===== config.mk =====
export PLATFORM = sky130hd
export DESIGN_NAME = host_irq_gen
export DESIGN_NICKNAME = d
export VERILOG_FILES = /design/src/rtl/irq_pkg.sv /design/src/rtl/irq_cfg_regs.sv /design/src/rtl/irq_tx_gate.sv /design/src/rtl/irq_pin_drv.sv /design/src/rtl/host_irq_gen.sv
export SDC_FILE = /design/constraint.sdc
export NUM_CORES = 1
export LEC_CHECK = 0
export ABC_AREA = 0
export ABC_CLOCK_PERIOD_IN_PS = 1050
export BUFFER_PORTS_ARGS = -buffer_cell sky130_fd_sc_hd__buf_4
export CAP_MARGIN = 40
export CELL_PAD_IN_SITES_DETAIL_PLACEMENT = 0
export CELL_PAD_IN_SITES_GLOBAL_PLACEMENT = 1
export CORE_UTILIZATION = 14
export DETAILED_ROUTE_END_ITERATION = 6
export PLACE_DENSITY_LB_ADDON = 0.1
export SYNTH_ARGS = -nofsm -noshare
export SYNTH_HDL_FRONTEND = slang
export SYNTH_SLANG_ARGS = --single-unit

===== constraint.sdc =====
create_clock -name clk -period 1.05 [get_ports clk]
set_input_delay 0.0525 -clock clk [delete_from_list [all_inputs] [get_ports clk]]
set_output_delay 0.0525 -clock clk [all_outputs]
set_load 0.05 [all_outputs]

===== src/rtl/irq_pkg.sv =====
package irq_pkg;

   typedef struct packed {
      logic sense_hi;
      logic en_tx;
      logic en_rx;
   } irq_cfg_t;

   localparam int unsigned SRC_RX = 0;
   localparam int unsigned SRC_TX = 1;
   localparam int unsigned N_SRC  = 2;

endpackage


===== src/rtl/irq_cfg_regs.sv =====
module irq_cfg_regs
   import irq_pkg::*;
#(
   parameter int unsigned PARM_W    = 8,
   parameter int unsigned SENSE_BIT = 7,
   parameter int unsigned TX_BIT    = 1,
   parameter int unsigned RX_BIT    = 0
) (
   input  logic              clk,
   input  logic              rst_n,
   input  logic              en_vld,
   input  logic              dis_vld,
   input  logic [PARM_W-1:0] parm,
   output irq_cfg_t          cfg
);

   localparam logic [PARM_W-1:0] USED_MASK =
      (PARM_W'(1) << SENSE_BIT) | (PARM_W'(1) << TX_BIT) | (PARM_W'(1) << RX_BIT);

   logic parm_unused;
   assign parm_unused = ^(parm & ~USED_MASK);

   logic set_rx, set_tx, clr_rx, clr_tx;
   irq_cfg_t cfg_nxt;

   always_comb begin
      set_rx = en_vld  & parm[RX_BIT];
      set_tx = en_vld  & parm[TX_BIT];
      clr_rx = dis_vld & parm[RX_BIT];
      clr_tx = dis_vld & parm[TX_BIT];
      cfg_nxt          = cfg;
      // a set and a clear in the same cycle: clear wins
      cfg_nxt.en_rx    = (cfg.en_rx | set_rx) & ~clr_rx;
      cfg_nxt.en_tx    = (cfg.en_tx | set_tx) & ~clr_tx;
      if (en_vld) begin
         cfg_nxt.sense_hi = parm[SENSE_BIT];
      end
   end

   always_ff @(posedge clk or negedge rst_n) begin
      if (!rst_n) begin
         cfg <= '0;
      end else begin
         cfg <= cfg_nxt;
      end
   end

endmodule


===== src/rtl/irq_tx_gate.sv =====
module irq_tx_gate (
   input  logic clk,
   input  logic rst_n,
   input  logic clr_vld,
   input  logic wr_done,
   output logic supp
);

   always_ff @(posedge clk or negedge rst_n) begin
      if (!rst_n) begin
         supp <= 1'b0;
      end else if (clr_vld) begin
         supp <= 1'b1;
      end else if (wr_done) begin
         supp <= 1'b0;
      end
   end

endmodule


===== src/rtl/irq_pin_drv.sv =====
module irq_pin_drv #(
   parameter int unsigned N_REQ = 2
) (
   input  logic             clk,
   input  logic             rst_n,
   input  logic [N_REQ-1:0] req,
   input  logic             sense_hi,
   output logic             pin
);

   logic any_req;
   logic pin_nxt;

   always_comb begin
      any_req = |req;
      pin_nxt = sense_hi ? any_req : ~any_req;
   end

   always_ff @(posedge clk or negedge rst_n) begin
      if (!rst_n) begin
         pin <= 1'b1;
      end else begin
         pin <= pin_nxt;
      end
   end

endmodule


===== src/rtl/host_irq_gen.sv =====
module host_irq_gen
   import irq_pkg::*;
#(
   parameter int unsigned PARM_W    = 8,
   parameter int unsigned RX_W      = 16,
   parameter int unsigned TX_W      = 16,
   parameter int unsigned SENSE_BIT = 7,
   parameter int unsigned TX_BIT    = 1,
   parameter int unsigned RX_BIT    = 0
) (
   input  logic              clk,
   input  logic              rst_n,
   input  logic              irq_en_vld,
   input  logic              irq_dis_vld,
   input  logic              irq_txclr_vld,
   input  logic [PARM_W-1:0] irq_parm,
   input  logic [RX_W-1:0]   rx_avail,
   input  logic [TX_W-1:0]   tx_room,
   input  logic              host_wr_done,
   output logic              irq_pin
);

   if (SENSE_BIT >= PARM_W || TX_BIT >= PARM_W || RX_BIT >= PARM_W) begin : g_bad_pos
      $error("host_irq_gen: parameter bit position outside PARM_W");
   end
   if (SENSE_BIT == TX_BIT || SENSE_BIT == RX_BIT || TX_BIT == RX_BIT) begin : g_bad_overlap
      $error("host_irq_gen: parameter bit positions must differ");
   end
   if (RX_W < 1 || TX_W < 1) begin : g_bad_width
      $error("host_irq_gen: count widths must be at least 1");
   end

   irq_cfg_t         cfg;
   logic             tx_supp;
   logic [N_SRC-1:0] src_lvl;
   logic [N_SRC-1:0] src_en;
   logic [N_SRC-1:0] src_req;

   irq_cfg_regs #(
      .PARM_W    (PARM_W),
      .SENSE_BIT (SENSE_BIT),
      .TX_BIT    (TX_BIT),
      .RX_BIT    (RX_BIT)
   ) u_cfg (
      .clk     (clk),
      .rst_n   (rst_n),
      .en_vld  (irq_en_vld),
      .dis_vld (irq_dis_vld),
      .parm    (irq_parm),
      .cfg     (cfg)
   );

   irq_tx_gate u_gate (
      .clk     (clk),
      .rst_n   (rst_n),
      .clr_vld (irq_txclr_vld),
      .wr_done (host_wr_done),
      .supp    (tx_supp)
   );

   assign src_lvl[SRC_RX] = |rx_avail;
   assign src_lvl[SRC_TX] = (|tx_room) & ~tx_supp;
   assign src_en[SRC_RX]  = cfg.en_rx;
   assign src_en[SRC_TX]  = cfg.en_tx;

   for (genvar gi = 0; gi < N_SRC; gi++) begin : g_src
      assign src_req[gi] = src_lvl[gi] & src_en[gi];
   end

   irq_pin_drv #(
      .N_REQ (N_SRC)
   ) u_pin (
      .clk      (clk),
      .rst_n    (rst_n),
      .req      (src_req),
      .sense_hi (cfg.sense_hi),
      .pin      (irq_pin)
   );

endmodule


==> flow_metrics.py, run 1 <==
metrics = {
    "layout": {
        "final_cells": 99,
        "nets": 121,
        "nFillCells": 183,
        "layout-drive-gt1-share": 0.635,
        "area_delta_synth_final_pct": 163,
        "diodes": 0,
    },
    "placed_design": {
        "numPortBuffers": 41,
        "gp_congestion": 0.630,
        "post-place-ws_ns": -0.0472,
        "dpl.cell_count": 90,
    },
    "yosys": {
        "syn_nets": 70,
        "syn_area_um2": 255,
        "yosysTopAreaCell": "dfrtp_1",
        "ys_ff_latch": 5,
        "synth_common_cells": "7 x nor4_1, 4 x a21oi_1, 4 x dfrtp_1",
        "synth.area.top_cells": "dfrtp_1 39%, nor4_1 17%, dfstp_2 10%",
        "synth_xor_area_frac": 0.0343,
        "synth_ff_type": "dfrtp_1",
        "synth_edf_count": 0,
        "synth.distinct_cells": 11,
        "ys_warn_count": 0,
        "netlist_instances": 24,
        "async_reset_ff_frac": 1.00,
        "synth_top_family_by_area": "simple AND/OR/NAND/NOR gates",
        "ys_seq_area_frac": 0.495,
        "synth_fa_ha_area_frac": 0,
        "synth.top_cell.area_share": 0.392,
        "synth-simple-area-share": 0.270,
        "synth_compound_area_frac": 0.142,
        "syn_avg_cell_area_um2": 10.6,
        "synth.area.mux_share": 0.0441,
        "synth_most_common_cell": "nor4_1",
    },
    "run": {
        "drv_cap": 0,
    },
    "timing": {
        "finClkSkew_ns": 0.00187,
        "hold_slack_ns": 0.0142,
        "post-route-min-period_ns": 0.990,
        "finalCritPeriodShare": 0.943,
        "relSlewSlack": 0.820,
        "drv_slew": 0,
        "setup_ws_ns": 0.0601,
        "setup_violations": 0,
        "tightest_slew_ns": 0.267,
        "grt_setup_unrepaired": "false",
        "final-hold-violation-count": 0,
        "fmax_mhz": 1010,
    },
    "clock_network": {
        "cts_tree": "done",
        "ctsResizeCount": 0,
        "cts_buffers": 3,
        "clock-sinks": 5,
        "cts-root-buf": "clkbuf_4",
        "clock_path_buffers": 2,
        "insertion_delay_ns": 0.24,
        "post_cts_buffers": 0,
        "cts_max_level": 1,
        "path_clk_slew_ns": 0.04,
    },
    "outcome": {
        "status": "finished clean",
    },
    "detailed_routing": {
        "avgRoutedWirePerCell_um": 9.75,
        "drc": 0,
        "vias": 369,
        "drtIter0Drc": 6,
        "antenna_left": 0,
        "viasPerCell": 3.73,
        "wirelength_um": 965,
        "drt_pre_antenna_iters": 6,
    },
    "setup_path": {
        "rrSetupSlack_ns": 0.21,
        "path_buf_inv": 1,
        "crit_required_ns": 1.00,
        "cp.arrival_ns": 0.94,
        "endpoint_kind": "primary output",
        "start_kind": "flip-flop",
        "cpLargestDelayFamily": "flip-flops",
        "crit_fanout": 1,
        "cpPeakStageDelay_ns": 0.51,
        "r2r_start": "u_cfg.cfg[1]",
        "cpMaxStageDelayCell": "dfstp_2",
        "reg2reg_to": "u_pin.pin",
        "reg2reg_depth": 2,
        "crit_chain": "buf_4",
        "crit_type": "flip-flop to primary output",
    },
    "power_and_ir_drop": {
        "ir_drop_mv": 0.869,
        "power_leakage_nw": 0.321,
        "power.total_w": 0.000672,
        "power.density_mw_per_mm2": 1000,
    },
    "grt": {
        "first_global_vias": 347,
        "gr-usage-all-layers": 0.116,
        "grt_max_degree": 6,
        "grt_pass1_wl_um": 1590,
        "antenna_found_initial": 0,
        "overflow": 0,
    },
    "die": {
        "core-area_mm2": 0.00173,
        "row_count": 15,
        "fp.dieArea_mm2": 0.00200,
        "die_h_um": 44.7,
        "initial_core_util": 0.148,
        "fp.dieW_um": 44.7,
        "ios": 47,
    },
    "min_path": {
        "holdPathEnd": "u_gate.supp",
        "min_path_type": "primary input to flip-flop",
        "hold_path.startpoint": "irq_txclr_vld",
        "hold_depth": 2,
    },
}
-- per-layer routing --
layer,global-route usage,part of all wire,wire length (um),vias to the layer above
li1,-,-,-,200
met1,0.152,0.45,432,156
met2,0.156,0.48,466,13
met3,0.0720,0.068,66,0
met4,0.0364,0,0,0
met5,0,0,0,-
-- layout by cell type (no fill, tap or decap) --
master         count
a21oi_1            4
a32oi_1            1
buf_4             41
clkbuf_1           1
clkbuf_4           3
dfrtp_1            4
dfstp_2            1
dlygate4sd3_1      5
inv_1              1
mux2_2             1
nand4_1            2
nor4_1             7
nor4_2             1
o21bai_1           1
xor2_1             1
-- final cells by class --
class / count / area, um2 / share of cell area
inverters: 1 / 3.75 / 0.00560
flip-flops and latches: 5 / 126 / 0.188
multi-input cells: 18 / 125 / 0.187
repair buffers: 46 / 358 / 0.534
well taps: 25 / 31.3 / 0.0466
clock buffers: 4 / 26.3 / 0.0392
-- repair_timing --
action / in CTS / in global routing
endpoints found under the setup margin: 0 / 0
hold endpoints to repair: 8 / 0
hold buffers: 5 / 0
-- worst reg2reg max path, stage by stage, from the launching register on --
cell and delay (ns):
dfrtp_1 0.38, a32oi_1 0.22, xor2_1 0.17
-- sequential cells by signal (all words and copies together), names as in the netlist --
register and flops:
u_gate.supp 1, u_cfg.cfg 3, u_pin.pin 1
-- how the worst max path moves through the flow --
stage,cells past startpoint,slack [ns],to,start
2_1_floorplan,4,0.20,u_pin.pin,tx_room[2]
3_3_place_gp,5,-0.06,u_pin.pin,tx_room[10]
3_5_place_dp,5,-0.05,u_pin.pin,tx_room[10]
4_1_cts,1,0.05,irq_pin,u_pin.pin
5_1_grt,1,0.03,irq_pin,u_pin.pin
6_report,1,0.06,irq_pin,u_pin.pin
-- per-stage QoR --
stage	cell area (um2)	TNS, ns	utilization
after CTS	671	0	0.388
after detailed placement	594	-0.0472	0.344
after global placement	594	-0.0615	0.344
after floorplan	255	0	-
after global routing	671	0	0.388
final	671	0	0.388
-- report_power, final --
part	switching (W)	internal [W]	leakage (nW)
clock	0.0000769	0.000144	0.0150
combinational	0.0000798	0.000136	0.249
sequential	0.0000111	0.000224	0.0571
-- kinds of logic (layout without fill, tap and decap cells) --
family          count (synthesis)  after routing
compound gates                  6              6
buf+inv                         1             51
mux                             1              1
simple gates                   10             10
xor+xnor                        1              1
flops                           5              5
No activity file was read; power rests on OpenSTA's default activity.
==> run 2, diff against run 1 <==
- CTS_BUF_LIST: default -> sky130_fd_sc_hd__clkbuf_8 sky130_fd_sc_hd__clkbuf_16
==> run 2 against run 1 <==
Net effect: sequential cell count unchanged; sequential power barely moved; via count is 3.3% lower; sequential share of layout area grew 0.62 points; combinational power down 6%; cell count decreased by 4.0%; worst setup slack improved by 0.023 ns; power up 17%; clock-buffer cell count down 1; largest cell class unchanged; largest power group is now clock.
==> flow_metrics.py, run 2 (synthesis results as in run 1) <==
metrics = {
    "grt": {
        "grt_pass1_wl_um": 1490,
        "overflow": 0,
        "antenna_found_initial": 0,
        "first_global_vias": 307,
        "gr-usage-all-layers": 0.112,
        "grt_max_degree": 6,
    },
    "setup_path": {
        "start_kind": "flip-flop",
        "r2r_start": "u_cfg.cfg[1]",
        "reg2reg_to": "u_pin.pin",
        "cpMaxStageDelayCell": "dfstp_2",
        "cpLargestDelayFamily": "flip-flops",
        "reg2reg_depth": 2,
        "crit_type": "flip-flop to primary output",
        "crit_fanout": 1,
        "cpPeakStageDelay_ns": 0.51,
        "cp.arrival_ns": 0.91,
        "rrSetupSlack_ns": 0.22,
        "crit_required_ns": 1.00,
        "path_buf_inv": 1,
        "crit_chain": "buf_4",
        "crit_cells": 1,
        "endpoint_kind": "primary output",
    },
    "timing": {
        "setup_violations": 0,
        "drv_slew": 0,
        "post-route-min-period_ns": 0.967,
        "fmax_mhz": 1030,
        "grt_setup_unrepaired": "false",
        "tightest_slew_ns": 0.267,
        "relSlewSlack": 0.820,
        "finClkSkew_ns": 0.00205,
        "final-hold-violation-count": 0,
        "finalCritPeriodShare": 0.921,
        "hold_slack_ns": 0.00407,
    },
    "detailed_routing": {
        "wirelength_um": 914,
        "vias": 357,
        "viasPerCell": 3.76,
        "drtIter0Drc": 2,
        "avgRoutedWirePerCell_um": 9.62,
        "drt_pre_antenna_iters": 6,
        "antenna_left": 0,
        "drc": 0,
    },
    "layout": {
        "final_util": 0.376,
        "final_cell_mix": "41 x buf_4, 7 x nor4_1, 4 x a21oi_1, 4 x dfrtp_1, 3 x clkbuf_8",
        "top_regs": "u_cfg.cfg x3, u_gate.supp x1, u_pin.pin x1",
        "nets": 117,
        "largest_register": "u_cfg.cfg",
        "mostFrequentLayoutCell": "buf_4",
        "layout-drive-gt1-share": 0.671,
        "final_cells": 95,
        "final_cell_area_um2": 649,
        "area_delta_synth_final_pct": 154,
        "diodes": 0,
        "largest_reg_flops": 3,
    },
    "placed_design": {
        "dpl_cell_area_um2": 594,
        "dpl.cell_count": 90,
        "gp_congestion": 0.630,
        "numPortBuffers": 41,
    },
    "clock_network": {
        "ctsResizeCount": 0,
        "clock-sinks": 5,
        "cts-root-buf": "clkbuf_8",
        "hold_buffers": 1,
        "path_clk_slew_ns": 0.03,
        "cts_tree": "done",
        "clock_path_buffers": 2,
        "cts_buffers": 3,
        "cts_max_level": 1,
        "post_cts_buffers": 0,
        "insertion_delay_ns": 0.22,
    },
    "min_path": {
        "min_path_type": "primary input to flip-flop",
        "holdPathEnd": "u_gate.supp",
        "hold_depth": 2,
        "hold_path.startpoint": "host_wr_done",
    },
    "power_and_ir_drop": {
        "clkPwrFrac": 0.439,
        "p_sw_frac": 0.232,
        "power.total_w": 0.000784,
        "p_comb_frac": 0.260,
        "power.density_mw_per_mm2": 1210,
        "power_leakage_nw": 0.316,
        "p_seq_frac": 0.301,
        "ir_drop_mv": 0.692,
        "power.switching_w": 0.000182,
        "intPower_w": 0.000601,
    },
    "die": {
        "die_h_um": 44.7,
        "ios": 47,
        "fp.dieW_um": 44.7,
        "row_count": 15,
        "initial_core_util": 0.148,
        "fp.dieArea_mm2": 0.00200,
        "core-area_mm2": 0.00173,
    },
    "outcome": {
        "status": "finished clean",
    },
    "run": {
        "drv_cap": 0,
    },
}
==> run 2: cell count changes in the layout (fill, tap and decap cells not counted) <==
cell,before,now
clkbuf_8,0,3
clkbuf_4,3,0
inv_1,1,2
dlygate4sd3_1,5,1
clkbuf_1,1,0
==> run 2: power groups by stage <==
stage	sequential (W)	combinational, W	clock (W)
2_1_floorplan	0.000270	0.0000306	0
3_3_place_gp	0.000238	0.000201	0
3_5_place_dp	0.000238	0.000202	0
5_1_grt	0.000238	0.000219	0.000374
4_1_cts	0.000236	0.000206	0.000354
6_report	0.000236	0.000204	0.000344
==> run 2: how the worst max path moves through the flow <==
stage | start | endpoint | slack, ns
after floorplan | tx_room[2] | u_pin.pin | 0.20
after global placement | tx_room[10] | u_pin.pin | -0.06
after detailed placement | tx_room[10] | u_pin.pin | -0.05
after CTS | u_pin.pin | irq_pin | 0.07
after global routing | u_pin.pin | irq_pin | 0.06
final | u_pin.pin | irq_pin | 0.08
==> run 2: layer usage <==
layer / part of all wire / GRT usage
met5: 0 / 0
met4: 0.012 / 0.0545
met1: 0.46 / 0.152
met2: 0.44 / 0.132
met3: 0.085 / 0.0720
==> run 2: area by class of cell <==
cell class | instances | area [um2]
Clock buffer | 3 | 41.3
Clock inverter | 1 | 3.75
Fill cell | 181 | 1080
Inverter | 1 | 3.75
Multi-Input combinational cell | 18 | 125
Sequential cell | 5 | 126
Tap cell | 25 | 31.3
Timing Repair Buffer | 42 | 318
==> run 2: per-stage QoR <==
stage,TNS [ns],worst slack (ns)
detailed placement,-0.0472,-0.0472
global placement,-0.0615,-0.0615
global route,0,0.0624
finish,0,0.0827
floorplan,0,0.200
CTS,0,0.0744
==> run 2: worst register-to-register path: stages (launching register included) <==
cell	delay [ns]
dfrtp_1	0.38
a32oi_1	0.22
xor2_1	0.17
==> run 3, diff against run 2 <==
- ABC_CLOCK_PERIOD_IN_PS: 1050 -> default
- CORE_UTILIZATION: 14 -> 15
- clock period: 1.05 -> 1.2 ns (I/O delays scaled with it)
==> run 3 against run 2 <==
Net effect: die area shrank 6.4%; utilization is 3.8 points higher; worst setup slack improved by 0.14 ns; sequential share of layout area grew 0.34 points; non-clock buffer count stayed put; register-to-register slack better by 0.13 ns; power down 12%; critical path depth unchanged; first-iteration DRC count rose to 3.0 times the previous value; via count grew 6.4%; sequential power shrank 12%; clock power shrank 13%; largest cell class unchanged.
==> flow_metrics.py, run 3 (synthesis results as in run 1) <==
metrics = {
    "run": {
        "drv_cap": 0,
    },
    "detailed_routing": {
        "drc": 0,
        "vias": 380,
        "routed-wl-met3_um": 85,
        "routed-wl-met2_um": 628,
        "viasPerCell": 4.42,
        "antenna_left": 0,
        "avgRoutedWirePerCell_um": 12.5,
        "wirelength_um": 1080,
        "highest_layer": "met4",
        "drtIter0Drc": 6,
        "wl_met1_um": 351,
        "drt_pre_antenna_iters": 4,
    },
    "power_and_ir_drop": {
        "p_comb_frac": 0.262,
        "p_seq_frac": 0.301,
        "power.density_mw_per_mm2": 1080,
        "power_leakage_nw": 0.316,
        "power.total_w": 0.000688,
        "clkPwrFrac": 0.437,
        "ir_drop_mv": 0.696,
        "power.switching_w": 0.000162,
        "intPower_w": 0.000526,
        "p_sw_frac": 0.235,
    },
    "layout": {
        "largest_reg_flops": 3,
        "final_util": 0.414,
        "diodes": 0,
        "mostFrequentLayoutCell": "buf_4",
        "layout-drive-gt1-share": 0.671,
        "largest_register": "u_cfg.cfg",
        "nets": 117,
        "top_regs": "u_cfg.cfg x3, u_gate.supp x1, u_pin.pin x1",
        "final_cell_mix": "41 x buf_4, 7 x nor4_1, 4 x a21oi_1, 4 x dfrtp_1, 3 x clkbuf_8",
        "area_delta_synth_final_pct": 150,
    },
    "timing": {
        "finalCritPeriodShare": 0.817,
        "finalSetupTns_ns": 0,
        "final-hold-violation-count": 0,
        "post-route-min-period_ns": 0.981,
        "grt_setup_unrepaired": "false",
        "setup_violations": 0,
        "tightest_slew_ns": 0.299,
        "finClkSkew_ns": 0.00263,
        "fmax_mhz": 1020,
        "drv_slew": 0,
        "relSlewSlack": 0.799,
    },
    "die": {
        "fp.dieW_um": 43.3,
        "core-area_mm2": 0.00154,
        "die_h_um": 43.3,
        "ios": 47,
        "initial_core_util": 0.166,
        "row_count": 14,
        "fp.dieArea_mm2": 0.00187,
    },
    "grt": {
        "gr-usage-all-layers": 0.131,
        "first_global_vias": 402,
        "antenna_found_initial": 0,
        "grt_pass1_wl_um": 1680,
        "grt_max_degree": 6,
        "overflow": 0,
    },
    "setup_path": {
        "reg2reg_to": "u_pin.pin",
        "cp.arrival_ns": 0.92,
        "cpLargestDelayFamily": "flip-flops",
        "endpoint": "irq_pin",
        "cpPeakStageDelay_ns": 0.51,
        "crit_cells": 1,
        "cpMaxStageDelayCell": "dfstp_2",
        "rrSetupSlack_ns": 0.35,
        "endpoint_kind": "primary output",
        "r2r_start": "u_cfg.cfg[1]",
        "crit_chain": "buf_4",
        "crit_fanout": 1,
        "crit_required_ns": 1.14,
        "path_buf_inv": 1,
        "crit_type": "flip-flop to primary output",
        "start_kind": "flip-flop",
        "reg2reg_depth": 2,
        "crit_start": "u_pin.pin",
    },
    "clock_network": {
        "path_clk_slew_ns": 0.04,
        "ctsResizeCount": 0,
        "post_cts_buffers": 0,
        "clock-sinks": 5,
        "cts_buffers": 3,
        "clock_path_buffers": 2,
        "hold_buffers": 1,
        "cts_tree": "done",
        "cts_max_level": 1,
        "cts-root-buf": "clkbuf_8",
        "insertion_delay_ns": 0.22,
    },
    "placed_design": {
        "gp_congestion": 0.629,
        "numPortBuffers": 41,
    },
    "min_path": {
        "min_path_type": "primary input to flip-flop",
    },
    "outcome": {
        "status": "finished clean",
    },
}
-- run 3: how the worst min path moves through the flow --
stage | from | end | cells past startpoint | slack (ns)
2_1_floorplan | rst_n | u_cfg.cfg[0] | 0 | -0.24
3_3_place_gp | rst_n | u_gate.supp | 1 | -0.14
3_5_place_dp | rst_n | u_gate.supp | 1 | -0.14
4_1_cts | host_wr_done | u_gate.supp | 2 | 0.01
5_1_grt | host_wr_done | u_gate.supp | 2 | 0.03
6_report | host_wr_done | u_gate.supp | 2 | 0.02
-- run 3: power groups by stage --
stage,Combinational (W),Sequential [W],Clock (W)
6_report,0.000180,0.000207,0.000301
5_1_grt,0.000192,0.000211,0.000328
4_1_cts,0.000183,0.000208,0.000317
3_5_place_dp,0.000179,0.000208,0
3_3_place_gp,0.000176,0.000208,0
2_1_floorplan,0.0000267,0.000236,0
-- run 3: final cells by class --
type	count	area (um2)
Fill cell	169	903
Tap cell	16	20.0
Timing Repair Buffer	42	318
Inverter	1	3.75
Clock buffer	3	41.3
Sequential cell	5	126
Multi-Input combinational cell	18	125
Clock inverter	1	3.75
-- run 3: metal layers --
layer,track usage,vias up
met2,0.221,14
met4,0.0788,0
li1,-,193
met1,0.117,171
met5,0,-
met3,0.0809,2
-- run 3: stage by stage --
| step | instance area [um2] | worst slack [ns] | instances | hold slack, ns |
|---|---|---|---|---|
| 2_1_floorplan | 255 | 0.343 | 24 | -0.236 |
| 3_3_place_gp | 583 | 0.0676 | 81 | -0.136 |
| 3_5_place_dp | 583 | 0.0744 | 81 | -0.136 |
| 4_1_cts | 638 | 0.207 | 86 | 0.0129 |
| 5_1_grt | 638 | 0.187 | 86 | 0.0252 |
| 6_report | 638 | 0.219 | 86 | 0.0164 |
